**config.mk**
```make
export PLATFORM = sky130hd
export DESIGN_NAME = branch_eval
export DESIGN_NICKNAME = d
export VERILOG_FILES = /design/src/rtl/branch_eval.sv
export SDC_FILE = /design/constraint.sdc
export NUM_CORES = 1
export LEC_CHECK = 0
export BUFFER_PORTS_ARGS = -buffer_cell sky130_fd_sc_hd__clkbuf_2
export CAP_MARGIN = 40
export CORE_MARGIN = 5
export CORE_UTILIZATION = 25
export DETAILED_ROUTE_END_ITERATION = 10
export PLACE_DENSITY = 0.59
export SKIP_CTS_REPAIR_TIMING = 1
export SYNTH_ARGS = -nofsm -noshare
export SYNTH_HDL_FRONTEND = slang
export SYNTH_SLANG_ARGS = --single-unit
export TNS_END_PERCENT = 5
```
**constraint.sdc**
```tcl
create_clock -name clk -period 2.8 [get_ports clk]
set_input_delay 0.56 -clock clk [delete_from_list [all_inputs] [get_ports clk]]
set_output_delay 0.56 -clock clk [all_outputs]
set_load 0.01 [all_outputs]
```
**src/rtl/branch_eval.sv**
```systemverilog
module branch_eval #(
  parameter int PCW = 12
) (
  input  logic           clk,
  input  logic           rst_n,
  input  logic           req_valid,
  input  logic [2:0]     kind,
  input  logic [2:0]     sel,
  input  logic [7:0]     sreg,
  input  logic [7:0]     opa,
  input  logic [7:0]     opb,
  input  logic [7:0]     bit_src,
  input  logic [6:0]     offset,
  input  logic [PCW-1:0] pc,
  input  logic           skip_two_word,
  output logic           res_valid,
  output logic [PCW-1:0] next_pc,
  output logic           taken,
  output logic [1:0]     cycles
);

  localparam int NEG_BIT = 2;
  localparam int OVF_BIT = 3;
  localparam int EXT     = PCW - 7;

  localparam logic [2:0] K_FSET = 3'd0;
  localparam logic [2:0] K_FCLR = 3'd1;
  localparam logic [2:0] K_SGE  = 3'd2;
  localparam logic [2:0] K_SLT  = 3'd3;
  localparam logic [2:0] K_SEQ  = 3'd4;
  localparam logic [2:0] K_BCLR = 3'd5;
  localparam logic [2:0] K_BSET = 3'd6;

  logic           is_branch, is_skip, cond, signed_lt;
  logic [PCW-1:0] disp, pc_seq, pc_br, pc_skip, pc_nxt;
  logic [1:0]     cyc_nxt;

  assign signed_lt = sreg[NEG_BIT] ^ sreg[OVF_BIT];
  assign is_branch = (kind <= K_SLT);
  assign is_skip   = (kind >= K_SEQ) && (kind <= K_BSET);

  always_comb begin
    case (kind)
      K_FSET:  cond = sreg[sel];
      K_FCLR:  cond = !sreg[sel];
      K_SGE:   cond = !signed_lt;
      K_SLT:   cond = signed_lt;
      K_SEQ:   cond = (opa == opb);
      K_BCLR:  cond = !bit_src[sel];
      K_BSET:  cond = bit_src[sel];
      default: cond = 1'b0;
    endcase
  end

  assign disp    = {{EXT{offset[6]}}, offset};
  assign pc_seq  = pc + PCW'(1);
  assign pc_br   = pc_seq + disp;
  assign pc_skip = pc + (skip_two_word ? PCW'(3) : PCW'(2));

  always_comb begin
    pc_nxt  = pc_seq;
    cyc_nxt = 2'd1;
    if (cond && is_branch) begin
      pc_nxt  = pc_br;
      cyc_nxt = 2'd2;
    end else if (cond && is_skip) begin
      pc_nxt  = pc_skip;
      cyc_nxt = skip_two_word ? 2'd3 : 2'd2;
    end
  end

  always_ff @(posedge clk) begin
    if (!rst_n) begin
      res_valid <= 1'b0;
      next_pc   <= '0;
      taken     <= 1'b0;
      cycles    <= 2'd0;
    end else begin
      res_valid <= req_valid;
      if (req_valid) begin
        next_pc <= pc_nxt;
        taken   <= cond && (is_branch || is_skip);
        cycles  <= cyc_nxt;
      end
    end
  end

  a_r2_one_per_request: assert property (@(posedge clk) disable iff (!rst_n)
    res_valid |-> $past(req_valid));

  a_r10_not_taken_steps_one: assert property (@(posedge clk) disable iff (!rst_n)
    (res_valid && !taken) |-> (cycles == 2'd1 && next_pc == $past(pc) + PCW'(1)));

  a_r9_skip_advance_matches_cycles: assert property (@(posedge clk) disable iff (!rst_n)
    (res_valid && taken && $past(kind) >= K_SEQ) |-> (next_pc == $past(pc) + PCW'(cycles)));

  a_r5_branch_costs_two: assert property (@(posedge clk) disable iff (!rst_n)
    (res_valid && taken && $past(kind) <= K_SLT) |-> (cycles == 2'd2));

  a_r11_reserved_never_taken: assert property (@(posedge clk) disable iff (!rst_n)
    (res_valid && $past(kind) == 3'd7) |-> !taken);

  a_r6_signed_pair_complementary: assert property (@(posedge clk) disable iff (!rst_n)
    (res_valid && $past(kind) == K_SGE) |-> (taken == ($past(sreg[NEG_BIT]) == $past(sreg[OVF_BIT]))));

  a_r1_reset_idle: assert property (@(posedge clk)
    !$past(rst_n) |-> (!res_valid && !taken && cycles == 2'd0));

endmodule

```
# Yosys cells after proc, flatten, opt, wreduce, memory -nomap -nowiden
# Index checks and enable logic that the tools add are counted.
# word_totals
elab_cells	39
out_inout_bits	16
ff_bits	16
in_bits	61
# classes
add_sub_neg	3
bitwise	1
magnitude_cmp	4
n_eq_ne	7
mux	11
n_reduce_logical	9
# op_table
op	count
two-way mux 12 bit	2
adder 12 x 1 -> 12 bit (second input constant)	1
adder 12 bit	1
adder 12 x 2 -> 12 bit	1
equality test 3 bit (second input constant)	3
equality test 8 bit	1
one-hot mux 1 bit (7 select lines)	1
binary-select mux 1 bit (select 3 bit)	2
equality test 3 x 2 -> 1 bit (second input constant)	2
logical AND 1 bit	4
less-than comparator 3 x 4 -> 1 bit (second input constant)	1
two-way mux 1 bit	4
two-way mux 2 bit	2
equality test 3 x 1 -> 1 bit (second input constant)	1
greater-or-equal comparator 3 bit (second input constant)	1
<= comparator 3 x 2 -> 1 bit (second input constant)	1
<= comparator 3 bit (second input constant)	1
zero test 1 bit	3
zero test 3 bit	1
logical OR 1 bit	1
XOR 1 bit	1

# Logic depth before layout (Yosys ltp)
# Gate-level depths: netlist of run 1.
# logic_depth
depth_word	7
mapped_depth	13
ltp_nobuf	12

# Least setup slack after synthesis of run 1
# No wires, ideal clock.
# synth_timing
kind	input to register
startpoint	input port pc[5]
endpoint	register next_pc[10]
arrival_ps	2900
path_buffers	2
setup_slack_ps	-157
stages	12
required_ps	2743
setup_ps	57
path_cell_list	clkbuf_1 and4_1 clkbuf_1 nand2_1 o21ai_0 nand2_1 ha_1 or4b_2 o211ai_1 o311ai_1 a21oi_1 a21o_1
# synth_via
elab_chain_cells	3
# synth_rtl
element	line_no	rtl
start: declaration	14	input logic [PCW-1:0] pc,
adder 12 x 1 -> 12 bit or adder 12 x 2 -> 12 bit (tied branches)	56, 58	
adder 12 bit or two-way mux 12 bit (tied branches)	57, 66	
two-way mux 12 bit (*)	63	if (cond && is_branch) begin
end signal: assignment	81	next_pc <= pc_nxt;
end: declaration	17	output logic [PCW-1:0] next_pc,
# Mark *: on every way between the ends. The rest lies on a longest branch, timed or not.
# A chain may end at the register's enable or synchronous reset.

# Worst setup path after layout of run 1
# layout_timing
startpoint	input port pc[0]
endpoint	register next_pc[10]
# Same word-level chain as after synthesis.

==> summary.txt, run 1 <==
Floorplan
  – FP Rows: 33
  – Total core area: 8180 sq um
  – Die W: 101 um
  – Starting Density: 25.5%
  – Die height: 101 um
  – I/O Pins: 77
  – Die footprint: 10,300 sq um

Routing
  – DRT Pass-1 Iters: 4
  – Initial drt markers: 147
  – Number of routed nets with antenna violations: 0
  – Vias: 2,383
  – Avg Vias per Cell: 5.00
  – Mean routed wirelength per cell: 14.2 um
  – DRC viols: 0
  – Final WL: 6.77 mm

Global routing
  – Largest net degree at the start of global routing: 20
  – First-pass GRT wire length: 11.1 mm
  – Overflow left after global routing: 0
  – Initial antenna violation count: 0
  – Gr usage total: 13.3%
  – Vias in the first global route: 2,421

Logic synthesis
  – Post-synthesis compound-gate area fraction: 25.8%
  – Share of the yosys chip area belonging to registers: 15.4%
  – Syn_nets: 341
  – Synth Instances: 261
  – Mux cell area share after synthesis: 8.23%
  – Post-synth ARST share: 0%
  – Synth Register Bits: 16
  – Number of distinct library cells after synthesis: 55
  – Mapped Avg Cell Area: 7.98 sq um
  – Mapped Area: 2080 sq um
  – Post-Synth XOR/XNOR Area: 12.6%
  – Post-synthesis adder-cell area fraction: 11.8%
  – Number of flops mapped to enable cells by yosys: 0
  – Main flop type after synthesis: dfxtp_1
  – Syn. warnings: 0
  – Main combinational cell family by area after synthesis: compound AO/OA/AOI/OAI gates
  – Post-synthesis simple-gate area fraction: 21.0%

Power and ir drop
  – Max VDD drop: 0.141 mV
  – P_leak: 1.41 nW
  – Pwr dens: 321 nW/um^2

Clocking
  – CTS Root Cell: clkbuf_8
  – Skew-Pair Late Insertion Delay: 0.25 ns
  – H-tree depth: 1
  – Clock sinks: 16
  – Clock transition at path regs: 0.07 ns
  – CTS tree: yes
  – Number of buffers created by CTS: 3
  – Clock Path Buffers: 2

Min path
  – Worst hold-check path type: reg2reg

Status
  – Status: finished clean

STA
  – Hold Slack: 0.448 ns
  – Relative max-transition margin: 71.1%
  – Max frequency: 0.376 GHz
  – Min Tclk post-route: 2.66 ns
  – Clk_skew: 0 ns
  – Setup violators final: 0
  – Final hold viol count: 0
  – RSZ-0062 raised after global routing: true
  – Final-report max-slew violation count: 0
  – Tcrit/Tclk final: 95.1%
  – Worst-margin pin slew: 0.429 ns
  – PnR worst setup slack: 0.138 ns

Worst setup path
  – Critical R2R Capture: next_pc[8]
  – Endpoint class of the critical path: register
  – FF-to-FF Start: next_pc[8]
  – WS Path Type: in2reg
  – Worst setup SP type: input pin
  – FF-to-FF setup slack: 1.98 ns
  – Critical Path Fanout Max: 4
  – Worst Path Required: 2.95 ns
  – Cells on worst reg2reg path: 3
  – CP Data Arrival Time: 2.81 ns
  – Crit path from: pc[0]
  – Critical path endpoint: next_pc[10]

Place
  – Port bufs: 76
  – Gpl congestion: 0.925
  – Cell Count Post-Placement: 473
  – Post-DP HPWL: 5.79 mm
  – Dpl ws: -0.192 ns

Layout
  – Layout area overhead: 42.2%
  – N_diodes: 0
  – Final net count: 453
  – Final std cells w/o fill: 477
  – Share of cells above drive strength 1: 36.6%
  – Final core utilization: 36.2%

Job
  – Max Cap Viol: 0
report_power, final:
part | switching, mW | internal (mW) | total, mW
Combinational | 0.239 | 0.242 | 0.481
Clock | 0.0847 | 0.125 | 0.209
Sequential | 0.0109 | 0.250 | 0.260
synthesized netlist by cell type (2+ instances only):
cell       n  area share, %
a21o_1     4            1.4
a21oi_1   17            4.1
a221oi_1   2           0.84
a22o_1     3            1.3
a31oi_1    6            1.8
and2_1     2           0.60
and3_1     8            2.4
and4b_1    2           0.96
buf_2      2           0.48
buf_6      2            1.1
clkbuf_1   7            1.3
dfxtp_1   16             15
ha_1      18             11
inv_1     13            2.3
mux2i_1    7            3.4
mux4_1     3            3.8
nand2_1   27            4.9
nand2b_1   5            1.5
nand3_1    6            1.4
nand4_1    3           0.90
nor2_1    13            2.3
nor3_1     5            1.2
o211ai_1   5            1.8
o21a_1     2           0.72
o21ai_0   10            2.4
o21ai_1    5            1.2
o221a_1    2            1.1
o221ai_1   3            1.3
o311ai_0   2           0.84
o311ai_1   3            1.3
o31ai_1    2           0.72
or2_2      2           0.60
or3_1      4            1.2
xnor2_1   24             10
xor2_1     6            2.5
placed cells by master, fill, tap and decap left out, types with 3 or more instances in the layout:
master	instances
clkbuf_2	76
buf_4	40
nand2_1	27
xnor2_1	23
ha_1	18
a21oi_1	16
dfxtp_1	16
inv_1	13
nor2_1	13
o21ai_0	10
and3_1	7
mux2i_1	7
xor2_1	6
nand3_1	5
nor3_1	5
nand2b_1	5
o21ai_1	5
o211ai_1	5
a31oi_1	5
or3_1	4
a21o_1	4
clkbuf_8	4
nand4_1	3
mux4_1	3
a22o_1	3
o221ai_1	3
o311ai_1	3
per-layer routing:
metal / share of wire (%) / global-route usage, %
met1: 45 / 17.2
met2: 45 / 22.6
met3: 8.3 / 2.75
met4: 1.6 / 3.27
met5: 0 / 0
how the worst min path moves through the flow:
stage                           from    endpoint  cells past startpoint  slack [ns]
after global routing           taken       taken                      1        0.48
final                     next_pc[3]  next_pc[3]                      2        0.45
after floorplan           next_pc[4]  next_pc[4]                      2        0.47
after CTS                 next_pc[3]  next_pc[3]                      2        0.45
after detailed placement  next_pc[3]  next_pc[3]                      2        0.45
after global placement     cycles[1]   cycles[1]                      1        0.44
logic make-up (layout without fill, tap and decap cells):
group                    count (synthesis)  in the layout
multiplexers                            11             11
adder cells (fa/ha/maj)                 19             19
AND/OR/NAND/NOR                         84             84
AO/OA/AOI/OAI                           77             77
buffers and inverters                   24            135
flip-flops                              16             16
XOR/XNOR                                30             30
area by class of cell:
cell class              instances  area (sq um)
multi-input cells             221          1690
fillers                       865          5210
inverters                      13          48.8
repair buffers                118           721
well taps                     105           131
flip-flops and latches         16           320
clock buffers                   4          55.1
critical path: stages:
cell,delay [ns]
clkbuf_2,0.13
buf_4,0.16
ha_1,0.20
xor2_1,0.15
ha_1,0.34
a21o_1,0.19
a21oi_2,0.19
o211ai_1,0.14
and3_1,0.16
o311ai_1,0.31
a21oi_1,0.11
a21o_1,0.16
per-stage QoR:
step                cell area [sq um]  TNS [ns]  total power [mW]
finish                           2960         0             0.951
global route                     2960  -0.00273              1.02
CTS                              2930         0             0.955
detailed placement               2880    -0.656             0.742
global placement                 2880    -0.521             0.739
floorplan                        2080   -0.0818             0.541
sequential cells by signal, indices dropped and copies added, names as in the netlist:
signal / cells
next_pc: 12
cycles: 2
res_valid: 1
taken: 1
(Power assumes the default switching activity.)
==> inputs of run 2 (changes only) <==
==> constraint.sdc (replaced) <==
create_clock -name clk -period 2.8 [get_ports clk]
set_input_delay 0.42 -clock clk [delete_from_list [all_inputs] [get_ports clk]]
set_output_delay 0.42 -clock clk [all_outputs]
set_load 0.01 [all_outputs]
==> run 2 against run 1 <==
Non-clock buffer count decreased by 14. Critical path type unchanged. Worst hold slack improved by 0.0031 ns. Combinational power decreased by 5.0%. Final cell count decreased by 2.9%. Wire length decreased by 1.4%. Highest routed layer unchanged. Sequential cell count unchanged. Critical endpoint unchanged. Sequential power about the same. Via count decreased by 3.1%.
==> summary.txt, run 2 (synthesized netlist as in run 1, its figures left out) <==
Routing
  – DRC viols: 0 (unchanged)
  – Initial drt markers: 64 (-56%)
  – Vias: 2,309 (-3.1%)
  – Mean routed wirelength per cell: 14.4 um (+1.5%)
  – DRT Pass-1 Iters: 4 (unchanged)
  – Number of routed nets with antenna violations: 0 (unchanged)
  – Avg Vias per Cell: 4.99 (-0.18%)
  – Final WL: 6.67 mm (-1.4%)

Global routing
  – Overflow left after global routing: 0 (unchanged)
  – Largest net degree at the start of global routing: 20 (unchanged)
  – First-pass GRT wire length: 11.0 mm (-0.99%)
  – Vias in the first global route: 2,316 (-4.3%)
  – Initial antenna violation count: 0 (unchanged)
  – Gr usage total: 13.3% (-0.061 points)

Clocking
  – CTS tree: yes
  – CTS Root Cell: clkbuf_8
  – Skew-Pair Late Insertion Delay: 0.24 ns (about the same)
  – Clock Path Buffers: 2 (unchanged)
  – Number of buffers created by CTS: 3 (unchanged)
  – Clock transition at path regs: 0.08 ns (about the same)
  – Clock sinks: 16 (unchanged)
  – H-tree depth: 1 (unchanged)

Place
  – Port bufs: 76 (unchanged)
  – Post-DP HPWL: 5.65 mm (-2.4%)
  – Gpl congestion: 0.916 (-0.94%)
  – DP Area: 2770 sq um (-3.7%)
  – Cell Count Post-Placement: 459 (-3.0%)

Worst setup path
  – Endpoint class of the critical path: register
  – WS Path Type: in2reg
  – FF-to-FF setup slack: 1.97 ns (about the same)
  – FF-to-FF Start: next_pc[8]
  – CP Data Arrival Time: 2.80 ns (about the same)
  – Critical Path Fanout Max: 5 (+1)
  – Worst setup SP type: input pin
  – Crit path from: pc[0]
  – Worst Path Required: 2.95 ns (about the same)

Min path
  – Worst hold start: next_pc[4]
  – Worst hold-check path type: reg2reg

Floorplan
  – FP Rows: 33 (unchanged)
  – Die footprint: 10,300 sq um (unchanged)
  – I/O Pins: 77 (unchanged)
  – Die W: 101 um (unchanged)
  – Starting Density: 25.5% (unchanged)
  – Total core area: 8180 sq um (unchanged)
  – Die height: 101 um (unchanged)

STA
  – Max frequency: 0.378 GHz (+0.72%)
  – Clk_skew: 0 ns (unchanged)
  – Worst-margin pin slew: 0.706 ns (+0.277 ns)
  – Hold Slack: 0.451 ns (+0.00313 ns)
  – RSZ-0062 raised after global routing: false
  – Setup violators final: 0 (unchanged)
  – Min Tclk post-route: 2.64 ns (-0.0189 ns)
  – Final hold viol count: 0 (unchanged)
  – Final-report max-slew violation count: 0 (unchanged)
  – Tcrit/Tclk final: 94.4% (-0.68 points)
  – Relative max-transition margin: 52.5% (-19 points)

Layout
  – Layout area overhead: 35.7%
  – Post-route cell area: 2830 sq um (-4.6%)
  – N_diodes: 0 (unchanged)
  – Most frequent cells in the layout: 76 x clkbuf_2, 27 x nand2_1, 26 x buf_4
  – Final std cells w/o fill: 463 (-2.9%)
  – Regs by FF count: next_pc (12), cycles (2)
  – Share of cells above drive strength 1: 32.4% (-4.2 points)
  – Final core utilization: 34.6% (-1.7 points)
  – Final net count: 439 (-3.1%)
  – Commonest non-fill, non-tap cell in the layout: clkbuf_2
  – Biggest register: next_pc
  – Max reg flops: 12 (unchanged)

Status
  – Status: finished clean

Power and ir drop
  – P_leak: 1.34 nW (-5.4%)
  – Pwr dens: 329 nW/um^2 (+2.5%)
  – Max VDD drop: 0.208 mV (+47%)

Job
  – Max Cap Viol: 0 (unchanged)
-- run 2: metrics by stage --
step	worst slack (ns)	power (mW)	TNS, ns
global placement	-0.125	0.722	-0.323
finish	0.157	0.930	0
floorplan	0.0489	0.541	0
detailed placement	-0.145	0.726	-0.295
CTS	0.129	0.939	0
global route	0.0283	1.01	0
-- run 2: layout make-up --
cell class | instances | area (sq um)
Clock buffer | 4 | 55.1
Sequential cell | 16 | 320
Tap cell | 105 | 131
Multi-Input combinational cell | 221 | 1650
Fill cell | 883 | 5350
Inverter | 13 | 48.8
Timing Repair Buffer | 104 | 616
-- run 2: path summary, 6_finish.rpt --
| path | end | cells past startpoint |
|---|---|---|
| worst max register to register | next_pc[8] | 3 |
| worst max-delay path | next_pc[10] | 13 |
| worst min register to register | next_pc[4] | 2 |
| worst min-delay path | next_pc[4] | 2 |
-- run 2: power breakdown --
group	switching, mW	leakage, nW	internal (mW)
combinational	0.232	1.18	0.225
clock	0.0860	0.0288	0.125
sequential	0.0123	0.132	0.250
-- run 2: per-layer routing --
layer / global-route usage (%) / routed length (um) / vias to the layer above / share of wire (%)
li1: - / - / 1171 / -
met1: 17.7 / 3040 / 1036 / 46
met2: 21.7 / 3010 / 94 / 45
met3: 2.55 / 529 / 8 / 7.9
met4: 3.78 / 98 / 0 / 1.5
met5: 0 / 0 / - / 0
-- run 2: critical path, cell delays in order --
cell and delay [ns]:
clkbuf_2 0.13, buf_4 0.15, inv_1 0.04, ha_1 0.20, fa_1 0.39, a21o_1 0.19
a21oi_1 0.20, buf_4 0.16, o211ai_1 0.13, and3_1 0.18, o311ai_1 0.35, a21oi_1 0.11
a21o_1 0.17
